## src/rtl/apb_wr_mon_pkg.sv

```systemverilog
package apb_wr_mon_pkg;
  localparam int ERR_W        = 4;
  localparam int ERR_NOSETUP  = 0;
  localparam int ERR_UNSTABLE = 1;
  localparam int ERR_ENHELD   = 2;
  localparam int ERR_DOUBLE   = 3;

  typedef enum logic [1:0] {
    PH_IDLE   = 2'd0,
    PH_SETUP  = 2'd1,
    PH_WAIT   = 2'd2,
    PH_FINISH = 2'd3
  } phase_e;

  function automatic phase_e classify(input logic sel, input logic en, input logic rdy);
    if (!sel)     return PH_IDLE;
    else if (!en) return PH_SETUP;
    else if (!rdy) return PH_WAIT;
    else          return PH_FINISH;
  endfunction
endpackage

```

## src/rtl/apb_wr_mon_phase.sv

```systemverilog
module apb_wr_mon_phase
  import apb_wr_mon_pkg::*;
(
  input  logic   clk,
  input  logic   rst_n,
  input  phase_e phase,
  input  logic   commit_now,
  output logic   pending,
  output logic   prev_finish,
  output logic   committed
);
  logic pending_next, committed_next;

  always_comb begin
    pending_next = (phase == PH_SETUP) || ((phase == PH_WAIT) && pending);
    if (phase == PH_SETUP || phase == PH_IDLE) committed_next = 1'b0;
    else if (commit_now)                       committed_next = 1'b1;
    else                                       committed_next = committed;
  end

  always_ff @(posedge clk or negedge rst_n) begin
    if (!rst_n) begin
      pending     <= 1'b0;
      prev_finish <= 1'b0;
      committed   <= 1'b0;
    end else begin
      pending     <= pending_next;
      prev_finish <= (phase == PH_FINISH);
      committed   <= committed_next;
    end
  end

  AST_SETUP_OPENS: assert property (@(posedge clk) disable iff (!rst_n)
    (phase == PH_SETUP) |=> pending);
endmodule

```

## src/rtl/apb_wr_mon_ref.sv

```systemverilog
module apb_wr_mon_ref #(
  parameter int ADDR_W = 32,
  parameter int DATA_W = 32
) (
  input  logic              clk,
  input  logic              rst_n,
  input  logic              capture,
  input  logic [ADDR_W-1:0] addr,
  input  logic              write,
  input  logic [DATA_W-1:0] wdata,
  output logic              mismatch
);
  localparam int REF_W = ADDR_W + DATA_W + 1;

  logic [REF_W-1:0] ref_q;
  logic [REF_W-1:0] live;

  function automatic logic differs(input logic [REF_W-1:0] a, input logic [REF_W-1:0] b);
    return |(a ^ b);
  endfunction

  assign live     = {addr, write, wdata};
  assign mismatch = differs(live, ref_q);

  always_ff @(posedge clk or negedge rst_n) begin
    if (!rst_n)       ref_q <= '0;
    else if (capture) ref_q <= live;
  end

  AST_REF_HOLDS: assert property (@(posedge clk) disable iff (!rst_n)
    !capture |=> $stable(ref_q));
endmodule

```

## src/rtl/apb_wr_mon_count.sv

```systemverilog
module apb_wr_mon_count #(
  parameter int CNT_W = 16
) (
  input  logic             clk,
  input  logic             rst_n,
  input  logic             inc,
  output logic [CNT_W-1:0] count
);
  function automatic logic [CNT_W-1:0] step(input logic [CNT_W-1:0] c);
    return c + {{(CNT_W-1){1'b0}}, 1'b1};
  endfunction

  always_ff @(posedge clk or negedge rst_n) begin
    if (!rst_n)   count <= '0;
    else if (inc) count <= step(count);
  end

  AST_COUNT_STEP: assert property (@(posedge clk) disable iff (!rst_n)
    inc |=> count == $past(count) + 1'b1);
  AST_COUNT_HOLD: assert property (@(posedge clk) disable iff (!rst_n)
    !inc |=> $stable(count));
endmodule

```

## src/rtl/apb_wr_monitor.sv

```systemverilog
module apb_wr_monitor
  import apb_wr_mon_pkg::*;
#(
  parameter int ADDR_W = 32,
  parameter int DATA_W = 32,
  parameter int CNT_W  = 16
) (
  input  logic              clk,
  input  logic              rst_n,
  input  logic              bus_sel,
  input  logic              bus_enable,
  input  logic              bus_write,
  input  logic              bus_ready,
  input  logic [ADDR_W-1:0] bus_addr,
  input  logic [DATA_W-1:0] bus_wdata,
  output logic              commit,
  output logic [ERR_W-1:0]  err_pulse,
  output logic [ERR_W-1:0]  err_sticky,
  output logic [CNT_W-1:0]  wr_count
);
  phase_e phase;
  logic   pending, prev_finish, committed, mismatch;
  logic   in_access;

  assign phase     = classify(bus_sel, bus_enable, bus_ready);
  assign in_access = (phase == PH_WAIT) || (phase == PH_FINISH);
  assign commit    = (phase == PH_FINISH) && bus_write;

  apb_wr_mon_phase u_phase (
    .clk(clk), .rst_n(rst_n), .phase(phase), .commit_now(commit),
    .pending(pending), .prev_finish(prev_finish), .committed(committed)
  );

  apb_wr_mon_ref #(.ADDR_W(ADDR_W), .DATA_W(DATA_W)) u_ref (
    .clk(clk), .rst_n(rst_n), .capture(phase == PH_SETUP),
    .addr(bus_addr), .write(bus_write), .wdata(bus_wdata), .mismatch(mismatch)
  );

  apb_wr_mon_count #(.CNT_W(CNT_W)) u_count (
    .clk(clk), .rst_n(rst_n), .inc(commit), .count(wr_count)
  );

  always_comb begin
    err_pulse               = '0;
    err_pulse[ERR_NOSETUP]  = in_access && !pending;
    err_pulse[ERR_UNSTABLE] = pending && ((phase == PH_IDLE) || (in_access && mismatch));
    err_pulse[ERR_ENHELD]   = prev_finish && bus_enable;
    err_pulse[ERR_DOUBLE]   = commit && committed;
  end

  always_ff @(posedge clk or negedge rst_n) begin
    if (!rst_n) err_sticky <= '0;
    else        err_sticky <= err_sticky | err_pulse;
  end

  AST_READ_NO_COMMIT: assert property (@(posedge clk) disable iff (!rst_n)
    !bus_write |-> !commit);
  AST_SETUP_BEFORE_ACCESS: assert property (@(posedge clk) disable iff (!rst_n)
    (bus_sel && bus_enable && !err_pulse[ERR_NOSETUP]) |-> $past(bus_sel));
  AST_DOUBLE_IMPLIES_NOSETUP: assert property (@(posedge clk) disable iff (!rst_n)
    err_pulse[ERR_DOUBLE] |-> err_pulse[ERR_NOSETUP]);
  AST_STICKY_KEEP: assert property (@(posedge clk) disable iff (!rst_n)
    1'b1 |=> ((err_sticky & ($past(err_sticky) | $past(err_pulse))) ==
              ($past(err_sticky) | $past(err_pulse))));
  AST_FINISH_THEN_LOW: assert property (@(posedge clk) disable iff (!rst_n)
    (commit && !bus_write) |-> 1'b0);
endmodule

```

## config.mk

```make
export PLATFORM = sky130hd
export DESIGN_NAME = apb_wr_monitor
export DESIGN_NICKNAME = d
export VERILOG_FILES = /design/src/rtl/apb_wr_mon_pkg.sv /design/src/rtl/apb_wr_mon_phase.sv /design/src/rtl/apb_wr_mon_ref.sv /design/src/rtl/apb_wr_mon_count.sv /design/src/rtl/apb_wr_monitor.sv
export SDC_FILE = /design/constraint.sdc
export NUM_CORES = 1
export LEC_CHECK = 0
export CORE_AREA = 3 3 91 93
export CTS_BUF_LIST = sky130_fd_sc_hd__clkbuf_4 sky130_fd_sc_hd__clkbuf_8
export DETAILED_ROUTE_END_ITERATION = 16
export DIE_AREA = 0 0 94 96
export GPL_TIMING_DRIVEN = 0
export PLACE_DENSITY = 0.86
export SKIP_CTS_REPAIR_TIMING = 1
export SLEW_MARGIN = 25
export SYNTH_ARGS = -nofsm -noshare
export SYNTH_HDL_FRONTEND = slang
export SYNTH_SLANG_ARGS = --single-unit
export TNS_END_PERCENT = 50
```

## constraint.sdc

```tcl
create_clock -name clk -period 4.6 [get_ports clk]
set_clock_uncertainty 0.1 [all_clocks]
set_input_delay 0.69 -clock clk [delete_from_list [all_inputs] [get_ports clk]]
set_output_delay 0.69 -clock clk [all_outputs]
set_load 0.05 [all_outputs]
```

==> results of run 1 <==
==> synth_stat cells <==
library cell / n / area share, %
sky130_fd_sc_hd__buf_2: 3 / 0.36
sky130_fd_sc_hd__nor3_4: 1 / 0.39
sky130_fd_sc_hd__ha_1: 1 / 0.30
sky130_fd_sc_hd__a2111oi_1: 1 / 0.24
sky130_fd_sc_hd__inv_1: 17 / 1.5
sky130_fd_sc_hd__o2111ai_1: 1 / 0.21
sky130_fd_sc_hd__a41oi_1: 1 / 0.21
sky130_fd_sc_hd__a22oi_1: 1 / 0.18
sky130_fd_sc_hd__and3_1: 3 / 0.45
sky130_fd_sc_hd__nor2_1: 6 / 0.54
sky130_fd_sc_hd__and3_2: 2 / 0.36
sky130_fd_sc_hd__nand4_1: 9 / 1.3
sky130_fd_sc_hd__o21ai_0: 9 / 1.1
sky130_fd_sc_hd__buf_1: 2 / 0.18
sky130_fd_sc_hd__a22o_1: 1 / 0.21
sky130_fd_sc_hd__buf_6: 1 / 0.27
sky130_fd_sc_hd__or2b_2: 1 / 0.21
sky130_fd_sc_hd__nand4_4: 1 / 0.51
sky130_fd_sc_hd__or2_2: 3 / 0.45
sky130_fd_sc_hd__a2111oi_0: 2 / 0.42
sky130_fd_sc_hd__and4_1: 3 / 0.63
sky130_fd_sc_hd__o22ai_1: 5 / 0.75
sky130_fd_sc_hd__nand3_1: 3 / 0.36
sky130_fd_sc_hd__mux2_2: 1 / 0.27
sky130_fd_sc_hd__dfrtp_1: 88 / 53
sky130_fd_sc_hd__a21boi_0: 1 / 0.18
sky130_fd_sc_hd__nor4_2: 1 / 0.30
sky130_fd_sc_hd__clkbuf_1: 10 / 0.90
sky130_fd_sc_hd__nor2b_1: 7 / 1.0
sky130_fd_sc_hd__a31oi_1: 1 / 0.15
sky130_fd_sc_hd__and2b_2: 1 / 0.21
sky130_fd_sc_hd__nand2b_1: 1 / 0.15
sky130_fd_sc_hd__a21oi_1: 1 / 0.12
sky130_fd_sc_hd__a221oi_1: 2 / 0.42
sky130_fd_sc_hd__nor2_2: 1 / 0.15
sky130_fd_sc_hd__nor4_1: 10 / 1.5
sky130_fd_sc_hd__xor2_1: 46 / 9.6
sky130_fd_sc_hd__and2_2: 2 / 0.36
sky130_fd_sc_hd__nand2_1: 186 / 17
sky130_fd_sc_hd__a221oi_2: 1 / 0.36
sky130_fd_sc_hd__a31o_2: 1 / 0.21
sky130_fd_sc_hd__xnor2_1: 18 / 3.8
==> worst max-delay path, stage by stage <==
cell and delay, ps:
sky130_fd_sc_hd__clkdlybuf4s50_1 430, sky130_fd_sc_hd__nor2b_1 140, sky130_fd_sc_hd__a2111oi_0 610, sky130_fd_sc_hd__nand4_1 250, sky130_fd_sc_hd__nor4_2 380, sky130_fd_sc_hd__a31oi_1 150
sky130_fd_sc_hd__clkdlybuf4s50_1 730
==> routing by layer <==
metal	vias to the layer above	global-route usage (%)	share of wire, %
met2	111	39.0	51
li1	1675	-	-
met5	-	0	0
met4	0	8.18	1.7
met1	1666	30.8	43
met3	14	2.89	4.7
==> worst min path at each step <==
stage                            endpoint  cells after the start  slack, ps          start
after detailed placement    err_sticky[2]                      1        360  err_sticky[2]
after CTS                 u_ref.ref_q[14]                      1        120          rst_n
after global routing        err_sticky[2]                      1        130          rst_n
after floorplan             err_sticky[0]                      0        290          rst_n
final                     u_ref.ref_q[14]                      1        120          rst_n
after global placement      err_sticky[0]                      1        350  err_sticky[0]
==> registers in the layout (all words and copies together) (netlist names) <==
signal and cells:
u_ref.ref_q 65, u_count.count 16, err_sticky 4, u_phase.committed 1, u_phase.pending 1, u_phase.prev_finish 1
==> power groups by stage <==
| stage | clock, W | combinational (W) | sequential [W] |
|---|---|---|---|
| floorplan | 0 | 0.000178 | 0.00101 |
| global placement | 0 | 0.000399 | 0.000953 |
| detailed placement | 0 | 0.000415 | 0.000962 |
| CTS | 0.000576 | 0.000419 | 0.000947 |
| global route | 0.000608 | 0.000458 | 0.000958 |
| finish | 0.000567 | 0.000416 | 0.000948 |
==> metrics by stage <==
| stage | power (W) | utilization, % | setup slack [ps] | TNS [ps] |
|---|---|---|---|---|
| floorplan | 0.00118 | - | 1840 | 0 |
| global placement | 0.00135 | 69.1 | -416 | -36140 |
| detailed placement | 0.00138 | 69.5 | 551 | 0 |
| CTS | 0.00194 | 72.3 | 474 | 0 |
| global route | 0.00202 | 72.3 | 415 | 0 |
| finish | 0.00193 | 72.3 | 419 | 0 |
==> final cells by class <==
class                      count  area (µm²)
sequential                    88        2200
clock buffer                  10         138
buffer                        16        71.3
tap                          102         128
multi-input combinational    335        1850
timing repair buffer          95         970
inverter                      17        63.8
fill                         550        2110
clock inverter                 6        73.8
==> cells by family after synthesis <==
| group | after synthesis | share of synthesized area [%] |
|---|---|---|
| xor gates and xnor gates | 64 | 13.4 |
| DFF | 88 | 52.5 |
| buffers and inverters | 33 | 3.22 |
| AOI/OAI and AO/OA | 28 | 4.72 |
| muxes | 1 | 0.269 |
| adders and majority gates | 1 | 0.298 |
| and+or+nand+nor | 241 | 25.6 |
==> results by stage, run 1 <==
Die:
- The die extent in y is approximately 96 µm.
- The effective utilization at floorplan is between 50% and 60%.
- The die is 94 µm wide.
- The floorplan step defined a die boundary enclosing between 0.009 and 0.01 mm².
- For this design the top-level I/O count stands at 95.
- The row count is 32.
- The core area is 0.00761 mm².

Pwr:
- Per report_power, the sequential group accounts for 49.1% of the total.
- The internal power of the cells totals about 0.0013 W.
- The share of total power in combinational logic is a little over a fifth.
- In this run switching power makes up 31.4% of total power.
- The share of total power dissipated in the clock network is 29.4%.
- The leakage power total is about 2.7 nW.
- Dividing total power by cell area gives a power density of between 300 and 400 mW/mm².
- The analysis attributes to net switching a power of 0.000607 W.
- The worst vdd rail ir drop is approximately 190 µV.

Clock tree:
- The TritonCTS buffer count is 9.
- The clock edge transition at the registers on the reported setup and hold paths is around 100 ps.
- The clock tree from TritonCTS is built.
- The H-tree was split into 3 levels.
- The clock tree buffer depth is 2.
- The tree built by TritonCTS fans out to 88 sinks.
- The cell chosen for the clock root is sky130_fd_sc_hd__clkbuf_8.
- Clock latency on the worst-skew pair, taken at its later pin, is 370 ps.

Worst setup path:
- The startpoint identified for the worst register-to-register timing path is u_ref.ref_q[17].
- STA puts the critical path data required time at ~3800 ps.
- The largest driver fanout on the critical path is 3.
- The sort of element at the start of the critical path is a primary input.
- The worst register-to-register path has a setup slack of ~2500 ps.
- The classification of the worst setup path is in -> out.
- The start point of the critical path is bus_wdata[14].
- The endpoint identified for the worst register-to-register timing path is err_sticky[1].
- The worst reg-to-reg path cell count is 5.
- The category of the worst setup path capture point is an output pin.
- The critical path capture point is err_pulse[1].
- At the worst endpoint, the arrival time is roughly 3400 ps.

GRT:
- The wire length of the first global-routing pass is ~16000 µm.
- The initial antenna violation count is 0.
- The overall routing resource usage is approximately 23%.
- For this run the aggregate overflow at the end of global routing stands at 0.
- The via count of the first global-routing pass was between 3000 and 4000.
- The pin count of the biggest net entering global routing is 53.

STA:
- For this run, the top clock speed supported by timing is between 200 and 250 MHz.
- The pin slew with the least headroom to its limit is approximately 650 ps.
- The post-layout minimum cycle time is 4180 ps.
- The worst pin sits at a relative slew slack of a little under three fifths.
- The max-slew violation count was 0.
- Setup violations remaining at the end of the flow were counted as 0.
- The worst hold slack across all endpoints is roughly 120 ps.
- The post-route fraction of the period consumed by the critical path is about nine tenths.
- The final count of hold timing violations came to 0.
- Setup repair after global routing left no endpoint under its margin.

Logic synthesis:
- The cell count after synthesis is between 400 and 500.
- The average instance area after synthesis is 9.19 µm².
- The synthesized design contains 88 register bits.
- The number of distinct library cells after synthesis is 42.
- The synthesized net count is approximately 530.
- Yosys printed 0 warnings.
- Sequential elements use a little over half of the synthesized area.
- The post-synthesis instance area is approximately 0.0042 mm².

Placed design:
- The total placed cells including tap cells is ~650.
- Routability-driven placement finished with a final weighted congestion of approximately 0.90.
- The estimated wirelength of the detail-placed design is about 7400 µm.
- The area of placed instances is roughly 0.0053 mm².
- Port buffering added 94 buffers.

Route:
- The number of detailed-routing iterations run before antenna repair is 5.
- The final route contains roughly 3500 vias.
- The DRC violation count after routing is 0.
- For this block, the routed nets add up to between 10000 and 15000 µm of wire.
- Once detail routing completed, the nets flagged for antenna violations numbered 0.
- Using the TritonRoute via totals, the vias-per-cell ratio works out to 5.18.
- In the final routed layout, each cell accounts on average for 15.1 µm.
- The number of DRC violations after detailed-routing iteration 0 is about 220.

Cells and area:
- The post-route netlist has 6.70% of its cells at a drive strength greater than 1.
- The signed area change from the synthesized netlist to the final layout is 31.2%.
- Leaving out fill and tap cells, the most frequent cells in the layout are 186 x sky130_fd_sc_hd__nand2_1, 93 x sky130_fd_sc_hd__clkdlybuf4s50_1, 88 x sky130_fd_sc_hd__dfrtp_1.
- At the end of the flow, the number of nets in the layout was about 630.
- The number of inserted diodes is 0.
- After routing the design area is ~0.0055 mm².
- Leaving out fill and tap cells, the most frequent cell in the layout is sky130_fd_sc_hd__nand2_1.
- The final cell count without fillers is 669.

Worst hold path:
- The tightest min-delay check is of the in -> async type.

Run status:
- The flow ran to the end, and the final reports show no timing, DRC or antenna violations.

Job:
- The tool flagged a number of max-cap violations equal to 0.
Note: power is estimated with default switching activity, not from simulation.
==> inputs of run 2 (changes only) <==
CORE_AREA = 3 3 94 96   (was 3 3 91 93)
CTS_CLUSTER_DIAMETER = 100   (was not set)
DIE_AREA = 0 0 97 99   (was 0 0 94 96)
PLACE_DENSITY = 0.81   (was 0.86)
RECOVER_POWER = 100   (was not set)
clock period = 4.64 ns   (was 4.6 ns; I/O delays follow)
==> run 2 against run 1 <==
Net effect: register-to-register slack gained 150 ps; critical path depth is the same; cell count grew 0.45%; first-iteration DRC count grew 2.7%; critical endpoint unchanged; the flow now finishes with violations (max-capacitance violations, max-slew violations); cell area shrank 1.5%; combinational power shrank 3%.
==> results by stage, run 2 (same netlist as run 1, synthesis figures left out) <==
Run status:
- The run finished, with violations left.
- The final reports fail on max-capacitance violations, max-slew violations.

Die:
- The core area is 0.00813 mm² (+6.9%).
- The effective utilization at floorplan was 51.5% (-3.6 points).
- The die area is 0.00960 mm² (+6.4%).
- The row count is 33 (+3.1%).
- The die extent in y is 99 µm (+3.1%).
- The die width is 97 µm (+3.2%).
- The total I/O pin count is 95 (unchanged).

STA:
- The setup slack of the critical path after layout is 482 ps (+63.2 ps).
- The max-slew violation count is 69 (+69).
- The final setup violation count came to 0 (unchanged).
- The pin slew with the least headroom to its limit was 1660 ps (+1010 ps).
- Setup repair after global routing left no endpoint under its margin.
- The maximum clock frequency is 241 MHz.
- The post-layout minimum cycle time is ~4200 ps.
- The max-slew headroom at the worst pin was -10.7% (-66 points).
- The final count of hold timing violations was 0 (unchanged).
- The worst hold slack across all endpoints is 365 ps (+248 ps).
- The post-route fraction of the period consumed by the critical path is about nine tenths.

Clock tree:
- The H-tree depth was 3 (unchanged).
- The clock latency on the worst-skew pair was 350 ps (-20 ps).
- The clock tree from TritonCTS is built.
- The clock tree buffer depth is 2 (unchanged).
- The clock edge transition at the registers on the reported setup and hold paths is 90 ps (about the same).
- The total clock sinks was 88 (unchanged).
- The cell chosen for the clock root is sky130_fd_sc_hd__clkbuf_8.
- The TritonCTS buffer count is 9 (unchanged).

Worst setup path:
- The sort of element at the start of the critical path is a primary input.
- The largest driver fanout on the critical path is 3 (unchanged).
- The start point of the critical path is bus_wdata[14].
- The register-to-register setup slack is 2630 ps (+150 ps).
- The critical path capture point is err_pulse[1].
- The arrival time at the worst endpoint was 3360 ps (-30 ps).
- The critical path is of the in -> out type.
- The endpoint of the lowest-slack register-to-register path is err_sticky[1].
- The worst reg-to-reg path cell count was 5 (unchanged).
- The required time of the worst setup path is 3840 ps (+30 ps).
- The category of the worst setup path capture point is an output pin.
- In this run the critical register-to-register path is launched from u_ref.ref_q[17].

Cells and area:
- The final cell utilization of the core was 66.6% (-5.7 points).
- The number of inserted diodes is 0 (unchanged).
- The number of nets at the end of the flow is 633 (unchanged).
- In the layout the commonest cells are 186 x sky130_fd_sc_hd__nand2_1, 88 x sky130_fd_sc_hd__dfrtp_1, 67 x sky130_fd_sc_hd__clkdlybuf4s50_1.
- The largest registers in the layout are u_ref.ref_q: 65 flops, u_count.count: 16 flops, err_sticky: 4 flops.
- The leading cell type in the layout, fill and taps excluded is sky130_fd_sc_hd__nand2_1.
- The number of flip-flops in the largest register is 65 (unchanged).
- More flip-flops sit in one register than any other, and that register is u_ref.ref_q.
- The final cell count without fillers is 672 (+0.45%).
- From synthesis to final layout, the design area changed by 29.3%.
- The fraction of final layout cells with drive strength greater than 1 was 5.29% (-1.4 points).

Placed design:
- The placer congestion estimate is 0.897 (-0.14%).
- The estimated wirelength of the detail-placed design came to 7310 µm (-1.7%).
- The total placed cells including tap cells is 656 (+0.46%).
- The count of buffers from port buffering is 94 (unchanged).
- The post-placement setup slack is 588 ps (+37.3 ps).

GRT:
- The via count of the first global-routing pass was 3532 (+6.7%).
- The pin count of the biggest net entering global routing is 69 (+30%).
- The overall routing resource usage is 21.7% (-1.3 points).
- The initial antenna violation count is 0 (unchanged).
- The wire length of the first global-routing pass was 16700 µm (+4.8%).
- The sum of overflow across all layers after global routing is 0 (unchanged).

Pwr:
- The worst vdd rail ir drop came to 170 µV (-8.4%).
- The total power draw is 0.00187 W (-3.4%).
- The proportion of power drawn by the clock network is 28.6% (-0.8 points).
- The switching power as a share of total power was 30.8% (-0.67 points).
- The internal power summed over all cells is 0.00129 W (-2.5%).
- The net switching power figure is 0.000574 W (-5.5%).
- The leakage power total is 2.66 nW (-0.31%).
- The share of total power in combinational logic is 21.5% (about the same).
- The power per unit of standard cell area is 344 mW/mm² (-2.0%).
- The sequential cell fraction of total power was 49.8% (+0.7 points).

Route:
- The total vias in the final route is 3391 (-2.2%).
- The number of DRC violations after detailed-routing iteration 0 is 227 (+2.7%).
- The number of detailed-routing iterations run before antenna repair came to 4 (-1).
- The wire length on met1 is 4480 µm (+4.5%).
- The detailed route wirelength on metal3 is 406 µm (-14%).
- The remaining antenna violation count after routing is 0 (unchanged).
- The met2 wirelength from detailed routing is 4800 µm (-6.8%).
- After detailed routing, no signal wire sits above met4.
- The detail-routed net length per standard cell is 14.7 µm (-2.4%).
- The via-per-instance ratio is 5.05 (-2.6%).
- The wire length after detailed routing is 9890 µm (-1.9%).
- The DRC violation count after routing was 0 (unchanged).

Job:
- The number of maximum-capacitance constraint violations is 1 (+1).

Worst hold path:
- The worst hold path class is reg -> reg.
[run 2: changes by cell type in the layout (fill, tap and decap cells not counted), sizes merged]
cell           delta
clkdlybuf4s50    -26
dlygate4sd3      +26
clkbuf            +9
buf               -8
inv               -4
clkinvlp          +3
[run 2: how the worst min path moves through the flow]
stage / end / slack, ps / cells past startpoint / from
4_1_cts: err_sticky[3] / 70 / 1 / rst_n
6_report: err_sticky[2] / 360 / 1 / err_sticky[2]
3_5_place_dp: err_sticky[3] / 360 / 1 / err_sticky[3]
2_1_floorplan: err_sticky[0] / 300 / 0 / rst_n
5_1_grt: err_sticky[2] / 390 / 1 / err_sticky[2]
3_3_place_gp: err_sticky[0] / 350 / 1 / err_sticky[0]
[run 2: per-layer routing]
metal / global-route usage, % / vias up
met1: 28.6 / 1612
li1: - / 1673
met3: 3.61 / 15
met2: 35.7 / 91
met5: 0 / -
met4: 9.50 / 0
[run 2: power by group through the flow]
stage                     registers [W]  clock network (W)  logic (W)
final                          0.000929           0.000534   0.000402
after detailed placement       0.000951                  0   0.000413
after CTS                      0.000937           0.000539   0.000417
after global routing           0.000941           0.000574   0.000444
after floorplan                0.000998                  0   0.000177
after global placement         0.000944                  0   0.000398
[run 2: per-stage QoR]
step | TNS [ps] | area (µm²)
after CTS | 0 | 5490
after floorplan | 0 | 4190
final | 0 | 5420
after global placement | -37800 | 5260
after global routing | 0 | 5420
after detailed placement | 0 | 5290
[run 2: layout make-up]
class,count,area (µm²)
Sequential cell,88,2200
Clock buffer,11,139
Multi-Input combinational cell,335,1830
Timing Repair Buffer,95,940
Buffer,16,60.1
Fill cell,645,2720
Clock inverter,5,57.6
Tap cell,105,131
Inverter,17,63.8
[run 2: worst max-delay path, stage by stage]
cell	delay [ps]
sky130_fd_sc_hd__clkdlybuf4s50_1	450
sky130_fd_sc_hd__nor2b_1	150
sky130_fd_sc_hd__a2111oi_0	510
sky130_fd_sc_hd__nand4_1	210
sky130_fd_sc_hd__nor4_2	400
sky130_fd_sc_hd__a31oi_1	160
sky130_fd_sc_hd__dlygate4sd3_1	790
==> inputs of run 3 (changes only) <==
PLACE_DENSITY = not set   (was 0.81)
PLACE_DENSITY_LB_ADDON = 0.25   (was not set)
RECOVER_POWER = 25   (was 100)
==> run 3 against run 2 <==
Net effect: the run still ends with max-capacitance violations, max-slew violations left; count of clock-buffer cells in the layout unchanged; largest cell class unchanged; critical endpoint unchanged; fmax down 1.0%; cell count down 0.15%; critical path depth unchanged.
==> results by stage, run 3 (same netlist as run 1, synthesis figures left out) <==
Run status:
- The flow ran to the end, but the final reports show violations.
- The checks that failed: max-capacitance violations, max-slew violations.

Route:
- The wire length after detailed routing is 9600 µm (-2.9%).
- The via-per-instance ratio was 4.94 (-2.1%).
- The detail-routed net length per standard cell is 14.3 µm (-2.8%).
- The number of DRC violations after detailed-routing iteration 0 came to 147 (-35%).
- The DRC violation count after routing was 0 (unchanged).
- The total vias in the final route came to 3315 (-2.2%).
- The remaining antenna violation count after routing came to 0 (unchanged).
- The number of detailed-routing iterations run before antenna repair was 4 (unchanged).

Worst setup path:
- The worst reg-to-reg path cell count is 5 (unchanged).
- The required time of the worst setup path was 3840 ps (about the same).
- The worst setup path is captured at an output pin.
- STA classifies the critical path startpoint as a primary input.
- The arrival time at the worst endpoint is 3400 ps (+40 ps).
- The largest driver fanout on the critical path is 3 (unchanged).
- The classification of the worst setup path is in -> out.

Cells and area:
- In the layout the commonest cells are 186 x sky130_fd_sc_hd__nand2_1, 93 x sky130_fd_sc_hd__clkdlybuf4s50_1, 88 x sky130_fd_sc_hd__dfrtp_1.
- In the final layout, the registers with the most flip-flops are u_ref.ref_q: 65 flops, u_count.count: 16 flops, err_sticky: 4 flops.
- The number of inserted diodes was 0 (unchanged).
- Relative to the synthesized area, the layout overhead comes to 30.1%.
- Counting flops per register, the top entry is u_ref.ref_q.
- The count of fill cells added during filler insertion was 675 (+4.7%).
- The final cell count without fillers is 671 (-0.15%).
- Leaving out fill and tap cells, the most frequent cell in the layout is sky130_fd_sc_hd__nand2_1.
- The number of nets at the end of the flow is 633 (unchanged).
- The final cell utilization of the core is 67.0% (+0.42 points).
- The fraction of final layout cells with drive strength greater than 1 is 6.36% (+1.1 points).
- The number of flip-flops in the largest register is 65 (unchanged).

STA:
- The maximum clock frequency was 238 MHz (-1.0%).
- The final setup violation count came to 0 (unchanged).
- Setup repair after global routing left no endpoint under its margin.
- The pin slew with the least headroom to its limit is 1720 ps (+56.7 ps).
- The final count of hold timing violations was 0 (unchanged).
- The max-slew headroom at the worst pin is -14.5% (-3.8 points).
- The post-route fraction of the period consumed by the critical path is 90.5% (+0.90 points).
- The setup slack of the critical path after layout is 440 ps (-41.8 ps).
- The worst hold slack across all endpoints was 370 ps (+4.78 ps).
- The max-slew violation count is 34 (-51%).
- The post-layout minimum cycle time came to 4200 ps (+41.8 ps).

Clock tree:
- The total clock sinks was 88 (unchanged).
- The clock tree from TritonCTS is built.
- The H-tree depth is 3 (unchanged).
- The clock tree buffer depth is 2 (unchanged).
- The clock edge transition at the registers on the reported setup and hold paths came to 80 ps (about the same).
- The cell sitting at the root of the clock tree is a sky130_fd_sc_hd__clkbuf_8.
- The clock latency on the worst-skew pair was 340 ps (about the same).
- The TritonCTS buffer count came to 9 (unchanged).

GRT:
- The met3 usage in global routing is 3.89% (+0.28 points).
- The wire length of the first global-routing pass was 16000 µm (-4.0%).
- The pin count of the biggest net entering global routing is 57 (-17%).
- The via count of the first global-routing pass is 3344 (-5.3%).
- The busiest layer in global routing is met2.
- The global-route met2 utilization is 33.6% (-2.1 points).
- The global routing usage on met1 was 28.5% (-0.073 points).
- The initial antenna violation count came to 0 (unchanged).
- The sum of overflow across all layers after global routing is 0 (unchanged).
- The overall routing resource usage came to 20.9% (-0.84 points).

Pwr:
- The worst vdd rail ir drop was 140 µV (-18%).
- The leakage power total is 2.65 nW (-0.42%).
- The power per unit of standard cell area is 341 mW/mm² (-0.82%).
- The total power draw is 0.00186 W (-0.20%).

Job:
- The number of maximum-capacitance constraint violations is 1 (unchanged).

Die:
- The effective utilization at floorplan is 51.5% (unchanged).
- The total I/O pin count was 95 (unchanged).
- The core area is 0.00813 mm² (unchanged).
- The die width is 97 µm (unchanged).
- The die area is 0.00960 mm² (unchanged).
- The row count was 33 (unchanged).
- The die extent in y is 99 µm (unchanged).

Placed design:
- The total placed cells including tap cells is 656 (unchanged).
- The estimated wirelength of the detail-placed design is 7220 µm (-1.2%).
- The placer congestion estimate is 0.837 (-6.7%).
- The count of buffers from port buffering is 94 (unchanged).
- The post-placement setup slack is 591 ps (+2.23 ps).

Worst hold path:
- The number of cells on the worst hold path came to 1 (unchanged).
- The tightest min-delay check is of the reg -> reg type.
==> run 3: layout make-up <==
type	instances	area, µm²	area share (%)
plain buffers	16	71.3	1.31
clock buffers	11	145	2.66
clock inverters	4	45.0	0.826
inverters	17	63.8	1.17
multi-input cells	335	1850	34.0
flip-flops and latches	88	2200	40.4
well taps	105	131	2.41
repair buffers	95	940	17.2
==> run 3: worst max-delay path: stages <==
cell and delay (ps):
sky130_fd_sc_hd__clkdlybuf4s50_1 440, sky130_fd_sc_hd__nor2b_1 150, sky130_fd_sc_hd__a2111oi_0 580, sky130_fd_sc_hd__nand4_1 250
sky130_fd_sc_hd__nor4_2 410, sky130_fd_sc_hd__a31oi_1 160, sky130_fd_sc_hd__clkdlybuf4s50_1 730
==> run 3: path summary, 6_finish.rpt <==
path                                  from               end  slack (ps)
max                          bus_wdata[14]      err_pulse[1]         440
max reg2reg                u_ref.ref_q[17]     err_sticky[1]        2510
min in group asynchronous            rst_n   u_ref.ref_q[41]         680
min reg2reg                  err_sticky[2]     err_sticky[2]         370
min                          err_sticky[2]     err_sticky[2]         370
max in group asynchronous            rst_n  u_count.count[5]        1630
==> run 3: through the flow <==
| stage | TNS (ps) | instance area, µm² |
|---|---|---|
| after CTS | 0 | 5480 |
| after global placement | -42840 | 5260 |
| after global routing | 0 | 5450 |
| after detailed placement | 0 | 5290 |
| final | 0 | 5450 |
| after floorplan | 0 | 4190 |
==> run 3: per-layer routing <==
layer,up-vias,wire (µm)
met3,10,459
met1,1546,4440
met2,83,4580
li1,1676,-
met5,-,0
met4,0,122
==> run 3: where the power goes <==
group          switching, W  internal, W  total [W]
Sequential        0.0000796     0.000856   0.000936
Clock              0.000256     0.000264   0.000521
Combinational      0.000223     0.000181   0.000405
